### src/rtl/usb_uframe_pkg.sv
package usb_uframe_pkg;
  localparam int unsigned UF_W        = 3;
  localparam int unsigned FRM_W       = 11;
  localparam int unsigned IDX_W       = UF_W + FRM_W;
  localparam int unsigned LIST_LOG2   = 10;
  localparam int unsigned SIZE_W      = 3;
  localparam int unsigned NUM_SIZES   = 1 << SIZE_W;
  localparam int unsigned DATA_W      = 32;
  localparam int unsigned BE_W        = DATA_W / 8;

  typedef logic [IDX_W-1:0] idx_t;
  typedef logic [FRM_W-1:0] frm_t;
endpackage

### src/rtl/uframe_wr_gate.sv
module uframe_wr_gate #(
  parameter int unsigned BE_W = 4
) (
  input  logic            wr_en_i,
  input  logic [BE_W-1:0] wr_be_i,
  input  logic            run_i,
  input  logic            host_mode_i,
  output logic            wr_accept_o
);
  // only a full-width write, host mode, halted
  assign wr_accept_o = wr_en_i && (&wr_be_i) && !run_i && host_mode_i;
endmodule

### src/rtl/uframe_list_sel.sv
module uframe_list_sel
  import usb_uframe_pkg::*;
(
  input  idx_t                 idx_i,
  input  logic [SIZE_W-1:0]    size_i,
  output logic [LIST_LOG2-1:0] offset_o,
  output idx_t                 wrap_mask_o
);
  idx_t mask_tab [NUM_SIZES];

  for (genvar g = 0; g < NUM_SIZES; g++) begin : g_mask
    localparam int unsigned LOW_BITS = LIST_LOG2 + UF_W - g;
    assign mask_tab[g] = idx_t'((64'd1 << LOW_BITS) - 64'd1);
  end

  idx_t masked;
  always_comb begin
    wrap_mask_o = mask_tab[size_i];
    masked      = idx_i & wrap_mask_o;
    offset_o    = masked[UF_W +: LIST_LOG2];
  end
endmodule

### src/rtl/uframe_idx_core.sv
module uframe_idx_core
  import usb_uframe_pkg::*;
(
  input  logic clk_i,
  input  logic rst_ni,
  input  logic wr_accept_i,
  input  idx_t wr_value_i,
  input  logic host_mode_i,
  input  logic run_i,
  input  logic uf_tick_i,
  input  logic sof_valid_i,
  input  frm_t sof_frame_i,
  input  idx_t wrap_mask_i,
  output idx_t idx_o,
  output logic rollover_o
);
  idx_t idx_q, idx_d;
  logic roll_d, roll_q;
  logic host_step;
  frm_t cur_frm;
  logic [UF_W-1:0] cur_uf;

  assign cur_frm   = idx_q[IDX_W-1:UF_W];
  assign cur_uf    = idx_q[UF_W-1:0];
  assign host_step = host_mode_i && run_i && uf_tick_i;

  always_comb begin
    idx_d  = idx_q;
    roll_d = 1'b0;
    if (host_mode_i) begin
      if (wr_accept_i) begin
        idx_d = wr_value_i;
      end else if (host_step) begin
        idx_d  = idx_q + idx_t'(1);
        roll_d = ((idx_q & wrap_mask_i) == wrap_mask_i);
      end
    end else if (sof_valid_i) begin
      if (sof_frame_i != cur_frm) idx_d = {sof_frame_i, {UF_W{1'b0}}};
      else                        idx_d = {cur_frm, cur_uf + 1'b1};
    end
  end

  always_ff @(posedge clk_i or negedge rst_ni) begin
    if (!rst_ni) begin
      idx_q  <= '0;
      roll_q <= 1'b0;
    end else begin
      idx_q  <= idx_d;
      roll_q <= roll_d;
    end
  end

  assign idx_o      = idx_q;
  assign rollover_o = roll_q;
endmodule

### src/rtl/usb_uframe_index.sv
module usb_uframe_index
  import usb_uframe_pkg::*;
(
  input  logic                 clk_i,
  input  logic                 rst_ni,
  input  logic [DATA_W-1:0]    wr_data_i,
  input  logic                 wr_en_i,
  input  logic [BE_W-1:0]      wr_be_i,
  input  logic                 run_i,
  input  logic                 host_mode_i,
  input  logic [SIZE_W-1:0]    list_size_i,
  input  logic                 uf_tick_i,
  input  logic                 sof_valid_i,
  input  logic [FRM_W-1:0]     sof_frame_i,
  output logic [IDX_W-1:0]     index_o,
  output logic [LIST_LOG2-1:0] list_offset_o,
  output logic [FRM_W-1:0]     sof_frame_o,
  output logic                 rollover_o
);
  logic wr_accept;
  idx_t wrap_mask;
  idx_t idx;

  uframe_wr_gate #(.BE_W(BE_W)) u_wr_gate (
    .wr_en_i     (wr_en_i),
    .wr_be_i     (wr_be_i),
    .run_i       (run_i),
    .host_mode_i (host_mode_i),
    .wr_accept_o (wr_accept)
  );

  uframe_list_sel u_list_sel (
    .idx_i       (idx),
    .size_i      (list_size_i),
    .offset_o    (list_offset_o),
    .wrap_mask_o (wrap_mask)
  );

  uframe_idx_core u_core (
    .clk_i       (clk_i),
    .rst_ni      (rst_ni),
    .wr_accept_i (wr_accept),
    .wr_value_i  (wr_data_i[IDX_W-1:0]),
    .host_mode_i (host_mode_i),
    .run_i       (run_i),
    .uf_tick_i   (uf_tick_i),
    .sof_valid_i (sof_valid_i),
    .sof_frame_i (sof_frame_i),
    .wrap_mask_i (wrap_mask),
    .idx_o       (idx),
    .rollover_o  (rollover_o)
  );

  assign index_o     = idx;
  assign sof_frame_o = idx[IDX_W-1:UF_W];
endmodule

### config.mk
export PLATFORM = sky130hd
export DESIGN_NAME = usb_uframe_index
export DESIGN_NICKNAME = d
export VERILOG_FILES = /design/src/rtl/usb_uframe_pkg.sv /design/src/rtl/uframe_wr_gate.sv /design/src/rtl/uframe_list_sel.sv /design/src/rtl/uframe_idx_core.sv /design/src/rtl/usb_uframe_index.sv
export SDC_FILE = /design/constraint.sdc
export NUM_CORES = 1
export LEC_CHECK = 0
export ABC_AREA = 1
export BUFFER_PORTS_ARGS = -buffer_cell sky130_fd_sc_hd__buf_2
export CAP_MARGIN = 10
export CORE_MARGIN = 2
export CORE_UTILIZATION = 30
export CTS_CLUSTER_DIAMETER = 50
export DETAILED_ROUTE_END_ITERATION = 16
export GPL_TIMING_DRIVEN = 0
export PLACE_DENSITY = 0.71
export SLEW_MARGIN = 10
export SYNTH_ARGS = -nofsm -noshare
export SYNTH_HDL_FRONTEND = slang
export SYNTH_SLANG_ARGS = --single-unit
### constraint.sdc
create_clock -name clk_i -period 1.4 [get_ports clk_i]
set_clock_uncertainty 0.05 [all_clocks]
set_input_delay 0 -clock clk_i [delete_from_list [all_inputs] [get_ports clk_i]]
set_output_delay 0 -clock clk_i [all_outputs]
set_load 0.02 [all_outputs]
==> flow_metrics.env, run 1 <==
export IMPL_worstRegToRegCells=11
export IMPL_rr_startpoint="u_core.idx_o[8]"
export IMPL_p_leak_uw=0.00150
export IMPL_post_route_drc_count=0
export IMPL_cp_data_arrival_time_ps=1690
export IMPL_dp_hpwl_um=4150
export IMPL_grt_use_total=0.186
export IMPL_outcome="complete, but fails checks"
export IMPL_synthCells=308
export IMPL_worstHoldPathCells=5
export IMPL_finalCriticalPeriod_ps=1590
export IMPL_holdCritStartpoint="wr_data_i[4]"
export IMPL_areaGrowthSynthToFinish_pct=50.2
export IMPL_layout_common_cells="115 x nand2_1, 75 x buf_2, 42 x buf_4"
export IMPL_core_area_um2=5510
export IMPL_port_buffers=74
export IMPL_reg2reg_to="u_core.idx_o[8]"
export IMPL_failed_checks="negative setup slack"
export IMPL_ys_seq_elements=15
export IMPL_setup_viol=12
export IMPL_wl_per_cell_um=12.1
export IMPL_fillers=566
export IMPL_routed_top_layer="met4"
export IMPL_slew_headroom=0.636
export IMPL_diodes=0
export IMPL_grt_pass1_vias=1981
export IMPL_synth_area_per_cell_um2=5.55
export IMPL_grt_start_max_net_pins=16
export IMPL_vdd_drop_max_uv=325
export IMPL_drt_initial_drc_count=217
export IMPL_nets=475
export IMPL_hold_violations=0
export IMPL_cts_buffer_depth=2
export IMPL_synth_top_cell_by_area="nand2_1"
export IMPL_synth_area_um2=1710
export IMPL_drt_met1_wl_um=2650
export IMPL_clock_root_buffer="clkbuf_8"
export IMPL_hold_path_class="input port to register"
export IMPL_drive_gt1_frac=0.406
export IMPL_dieHeight_um=79.5
export IMPL_tightest_slew_ps=546
export IMPL_seq_area_frac_synth=0.219
export IMPL_fin_ws_ps=-189
export IMPL_yosys_top_cells_area="nand2_1 28%, dfrtp_1 22%, nor2_1 8.1%, inv_1 7.7%, buf_4 7.0%"
export IMPL_grt_setup_unrepaired="true"
export IMPL_cts_buffers=3
export IMPL_crit_path_end_kind="register"
export IMPL_num_rows=27
export IMPL_path_clk_slew_ps=70
export IMPL_antenna_found_initial=0
export IMPL_dr_wl_met2_um=2760
export IMPL_post_route_cell_area_um2=2570
export IMPL_fmax_mhz=629
export IMPL_final_core_util=0.466
export IMPL_clock_insertion_delay_worst_skew_ps=260
export IMPL_final_common_cell="nand2_1"
export IMPL_fin_crit_sh=1.13
export IMPL_ys_warn_count=0
export IMPL_synth_nets=366
export IMPL_drtAntennaViolNets=0
export IMPL_via_per_inst=4.59
export IMPL_setup_worst_path_class="register to register"
export IMPL_pin_count=93
export IMPL_htree_levels=1
export IMPL_cts_num_sinks=15
export IMPL_cp_max_fo=10
export IMPL_start_util=0.311
export IMPL_rrSetupSlack_ps=-190
export IMPL_vias=2241
export IMPL_first_pass_iters=4
export IMPL_cap_violations=0
export IMPL_die_area_um2=6320
export IMPL_grt_pass1_wl_um=9140
export IMPL_fp_dieW_um=79.5
export IMPL_yosysUniqueCellTypes=27
export IMPL_met3WireLength_um=403
export IMPL_synth_top_area_share=0.277
export IMPL_whs_endpoint="u_core.idx_o[4]"
export IMPL_dpl_cell_area_um2=2190
export IMPL_grt_ovfl_total=0
export IMPL_drv_slew=0
export IMPL_wirelength_um=5880
export IMPL_start_kind="register"
export IMPL_power_density_nw_per_um2=985
export IMPL_cts_tree="yes"
export IMPL_crit_required_ps=1500
export IMPL_gp_congestion=0.897
export IMPL_fin_hold_ws_ps=15.9
[cell families after synthesis]
group	count (synthesis)	synth area share
buf+inv	62	0.181
compound gates	27	0.0863
flops	15	0.219
fa+ha+maj	1	0.00731
xor+xnor	7	0.0358
simple gates	196	0.470
[power breakdown]
part | switching, µW | leakage, µW | internal, µW | total [µW]
Combinational | 845 | 0.00130 | 669 | 1510
Clock | 176 | 0.0000228 | 202 | 378
Sequential | 114 | 0.000174 | 524 | 638
Total | 1130 | 0.00150 | 1390 | 2530
[stage by stage]
| step | power (µW) | setup slack, ps | std cells | setup TNS (ps) |
|---|---|---|---|---|
| final | 2530 | -189 | 488 | -1960 |
| after CTS | 2450 | -130 | 483 | -1360 |
| after detailed placement | 1830 | -291 | 454 | -3190 |
| after global placement | 1810 | -281 | 454 | -3060 |
| after global routing | 2700 | -263 | 488 | -3120 |
| after floorplan | 1460 | -157 | 308 | -1710 |
[cells in the mapped netlist]
cell type,n
inv_1,35
ha_1,1
nand4_1,10
nor3_1,1
buf_2,1
dfrtp_1,15
nor2_2,1
xnor2_1,3
o21ai_0,12
nand2_1,126
o21a_1,1
o211ai_1,1
buf_6,2
clkbuf_1,3
inv_2,5
o22ai_1,1
a21oi_1,10
nand2_2,1
or2_1,1
a221oi_1,1
xor2_1,4
nand3_1,17
nand3_2,1
a21boi_0,1
nor2_4,1
buf_4,16
nor2_1,37
[timing repair]
item	in CTS	in global routing
gates cloned	1	0
pin swaps	6	13
hold buffers	1	0
setup endpoints to repair	15	15
hold endpoints to repair	15	0
gates resized for setup	25	15
setup buffers	24	5
[critical path, stage by stage (launching register included)]
cell,delay [ps]
dfrtp_2,430
nand2_1,80
nand2_1,60
nor2_1,110
nand2_1,110
nor2_4,150
nand2_1,90
buf_6,150
nand2_1,80
nand2_1,60
nand2_1,60
nand2_1,40
[layout make-up]
| class | count | area (µm²) | area share |
|---|---|---|---|
| Tap cell | 72 | 90.1 | 0.0351 |
| Clock buffer | 4 | 45.0 | 0.0175 |
| Sequential cell | 15 | 390 | 0.152 |
| Inverter | 40 | 158 | 0.0614 |
| Timing Repair Buffer | 105 | 622 | 0.242 |
| Buffer | 21 | 155 | 0.0604 |
| Multi-Input combinational cell | 231 | 1110 | 0.432 |
[per-layer routing]
metal	vias up	track usage
met2	91	0.309
met1	989	0.247
met5	-	0
met4	0	0.0655
met3	6	0.0204
li1	1155	-
[sequential cells by signal, indices dropped and copies added (netlist names)]
register / flops
u_core.idx_o: 14
u_core.rollover_o: 1
[worst max path at each step]
stage | startpoint | to | slack [ps] | cells past startpoint
floorplan | u_core.idx_o[8] | u_core.idx_o[12] | -160 | 12
global placement | u_core.idx_o[11] | u_core.idx_o[8] | -280 | 12
detailed placement | u_core.idx_o[6] | u_core.idx_o[13] | -290 | 11
CTS | u_core.idx_o[6] | u_core.idx_o[5] | -130 | 11
global route | u_core.idx_o[8] | u_core.idx_o[7] | -260 | 12
finish | u_core.idx_o[8] | u_core.idx_o[8] | -190 | 11
Note: power is estimated with default switching activity, not from simulation.
==> inputs of run 2 (changes only) <==
- CTS_BUF_LIST: not set -> sky130_fd_sc_hd__clkbuf_8
- GPL_ROUTABILITY_DRIVEN: not set -> 0
- GPL_TIMING_DRIVEN: 0 -> not set
==> flow_metrics.env, run 2 (synthesis results as in run 1) <==
export IMPL_cts_tree="yes"
export IMPL_dp_hpwl_um=4590
export IMPL_critPathLaunch="u_core.idx_o[8]"
export IMPL_htree_levels=1
export IMPL_start_kind="register"
export IMPL_rrSetupSlack_ps=-140
export IMPL_setup_viol=14
export IMPL_grt_start_max_net_pins=24
export IMPL_nets=472
export IMPL_start_util=0.311
export IMPL_wl_per_cell_um=12.3
export IMPL_whs_endpoint="u_core.idx_o[3]"
export IMPL_outcome="complete, but fails checks"
export IMPL_rr_startpoint="u_core.idx_o[8]"
export IMPL_setup_worst_path_class="register to register"
export IMPL_grt_setup_unrepaired="true"
export IMPL_crit_required_ps=1550
export IMPL_hold_violations=1
export IMPL_grt_pass1_vias=2058
export IMPL_layout_common_cells="115 x nand2_1, 74 x buf_2, 44 x buf_4"
export IMPL_fmax_mhz=649
export IMPL_fin_crit_sh=1.10
export IMPL_slew_headroom=0.731
export IMPL_setup_tns_ps=-1400
export IMPL_cts_buffers=3
export IMPL_routed_top_layer="met4"
export IMPL_final_common_cell="nand2_1"
export IMPL_hold_path_class="input port to register"
export IMPL_crit_path_end_kind="register"
export IMPL_largest_reg_flops=14
export IMPL_path_clk_slew_ps=70
export IMPL_via_per_inst=4.76
export IMPL_holdCritStartpoint="wr_data_i[3]"
export IMPL_grt_use_total=0.186
export IMPL_failed_checks="negative hold slack, negative setup slack"
export IMPL_power_density_nw_per_um2=969
export IMPL_vias=2310
export IMPL_port_buffers=74
export IMPL_drv_slew=0
export IMPL_fin_ws_ps=-140
export IMPL_cp_max_fo=5
export IMPL_num_rows=27
export IMPL_post_route_drc_count=0
export IMPL_preCtsSetupSlack_ps=-173
export IMPL_antenna_found_initial=0
export IMPL_fp_dieW_um=79.5
export IMPL_finalCriticalPeriod_ps=1540
export IMPL_drive_gt1_frac=0.392
export IMPL_cap_violations=0
export IMPL_drt_met1_wl_um=2530
export IMPL_met3WireLength_um=503
export IMPL_worstRegToRegCells=11
export IMPL_fillers=570
export IMPL_tightest_slew_ps=403
export IMPL_vdd_drop_max_uv=351
export IMPL_p_leak_uw=0.00150
export IMPL_dieHeight_um=79.5
export IMPL_areaGrowthSynthToFinish_pct=48.7
export IMPL_dr_wl_met2_um=2840
export IMPL_cp_data_arrival_time_ps=1690
export IMPL_final_core_util=0.462
export IMPL_pin_count=93
export IMPL_core_area_um2=5510
export IMPL_fin_hold_ws_ps=-2.22
export IMPL_grt_ovfl_total=0
export IMPL_die_area_um2=6320
export IMPL_grt_pass1_wl_um=9260
export IMPL_first_pass_iters=5
export IMPL_drt_initial_drc_count=129
export IMPL_diodes=0
export IMPL_clock_root_buffer="clkbuf_8"
export IMPL_clock_insertion_delay_worst_skew_ps=260
export IMPL_reg2reg_to="u_core.idx_o[6]"
export IMPL_worstHoldPathCells=5
export IMPL_cts_buffer_depth=2
export IMPL_cts_num_sinks=15
export IMPL_drtAntennaViolNets=0
export IMPL_wirelength_um=5980
==> run 2: per-stage QoR <==
stage,instance area (µm²),instances,power [µW]
3_5_place_dp,2370,479,1990
6_report,2540,485,2460
4_1_cts,2470,485,2390
3_3_place_gp,2370,479,1970
5_1_grt,2540,485,2640
2_1_floorplan,1730,308,1460
==> run 2: area by class of cell <==
type                    instances  area, µm²  share of cell area
multi-input cells             231       1110               0.438
repair buffers                123        756               0.297
flip-flops and latches         15        383               0.151
inverters                      40        155              0.0610
well taps                      72       90.1              0.0354
clock buffers                   3       41.3              0.0162
clock inverters                 1       3.75             0.00148
==> run 2: worst max-delay path by stage <==
stage,to,slack (ps),depth (start not counted)
6_report,u_core.idx_o[6],-140,11
5_1_grt,u_core.idx_o[8],-260,9
4_1_cts,u_core.idx_o[12],-120,11
3_5_place_dp,u_core.idx_o[12],-170,11
3_3_place_gp,u_core.idx_o[8],-140,11
2_1_floorplan,u_core.idx_o[12],-160,12
==> run 2: power breakdown <==
group	internal [µW]	total, µW	switching, µW	leakage [µW]
Combinational	622	1490	868	0.00129
Sequential	517	594	76.4	0.000181
Clock	196	381	185	0.0000269
Total	1330	2460	1130	0.00150
==> run 2: layer usage <==
metal  vias to the layer above  track usage
met4                         0       0.0776
met1                      1033        0.240
li1                       1152            -
met3                         9       0.0271
met2                       116        0.310
met5                         -            0
==> run 2: critical path, stage by stage (launching register included) <==
cell     delay [ps]
dfrtp_2         430
nand2_1          70
nand2_1          60
nor2_1          110
nand2_2          80
nor2_4          130
buf_6           120
nand3_4          60
nand2_4         110
buf_6           140
nand2_1          50
nand2_1          70
==> run 2: what timing repair did <==
item	4_1_cts	5_1_grt
pin swaps	7	11
gates resized for setup	12	22
gates cloned	1	0
hold buffers	1	0
setup buffers	0	0
endpoints found under the hold margin	15	0
endpoints found under the setup margin	14	15
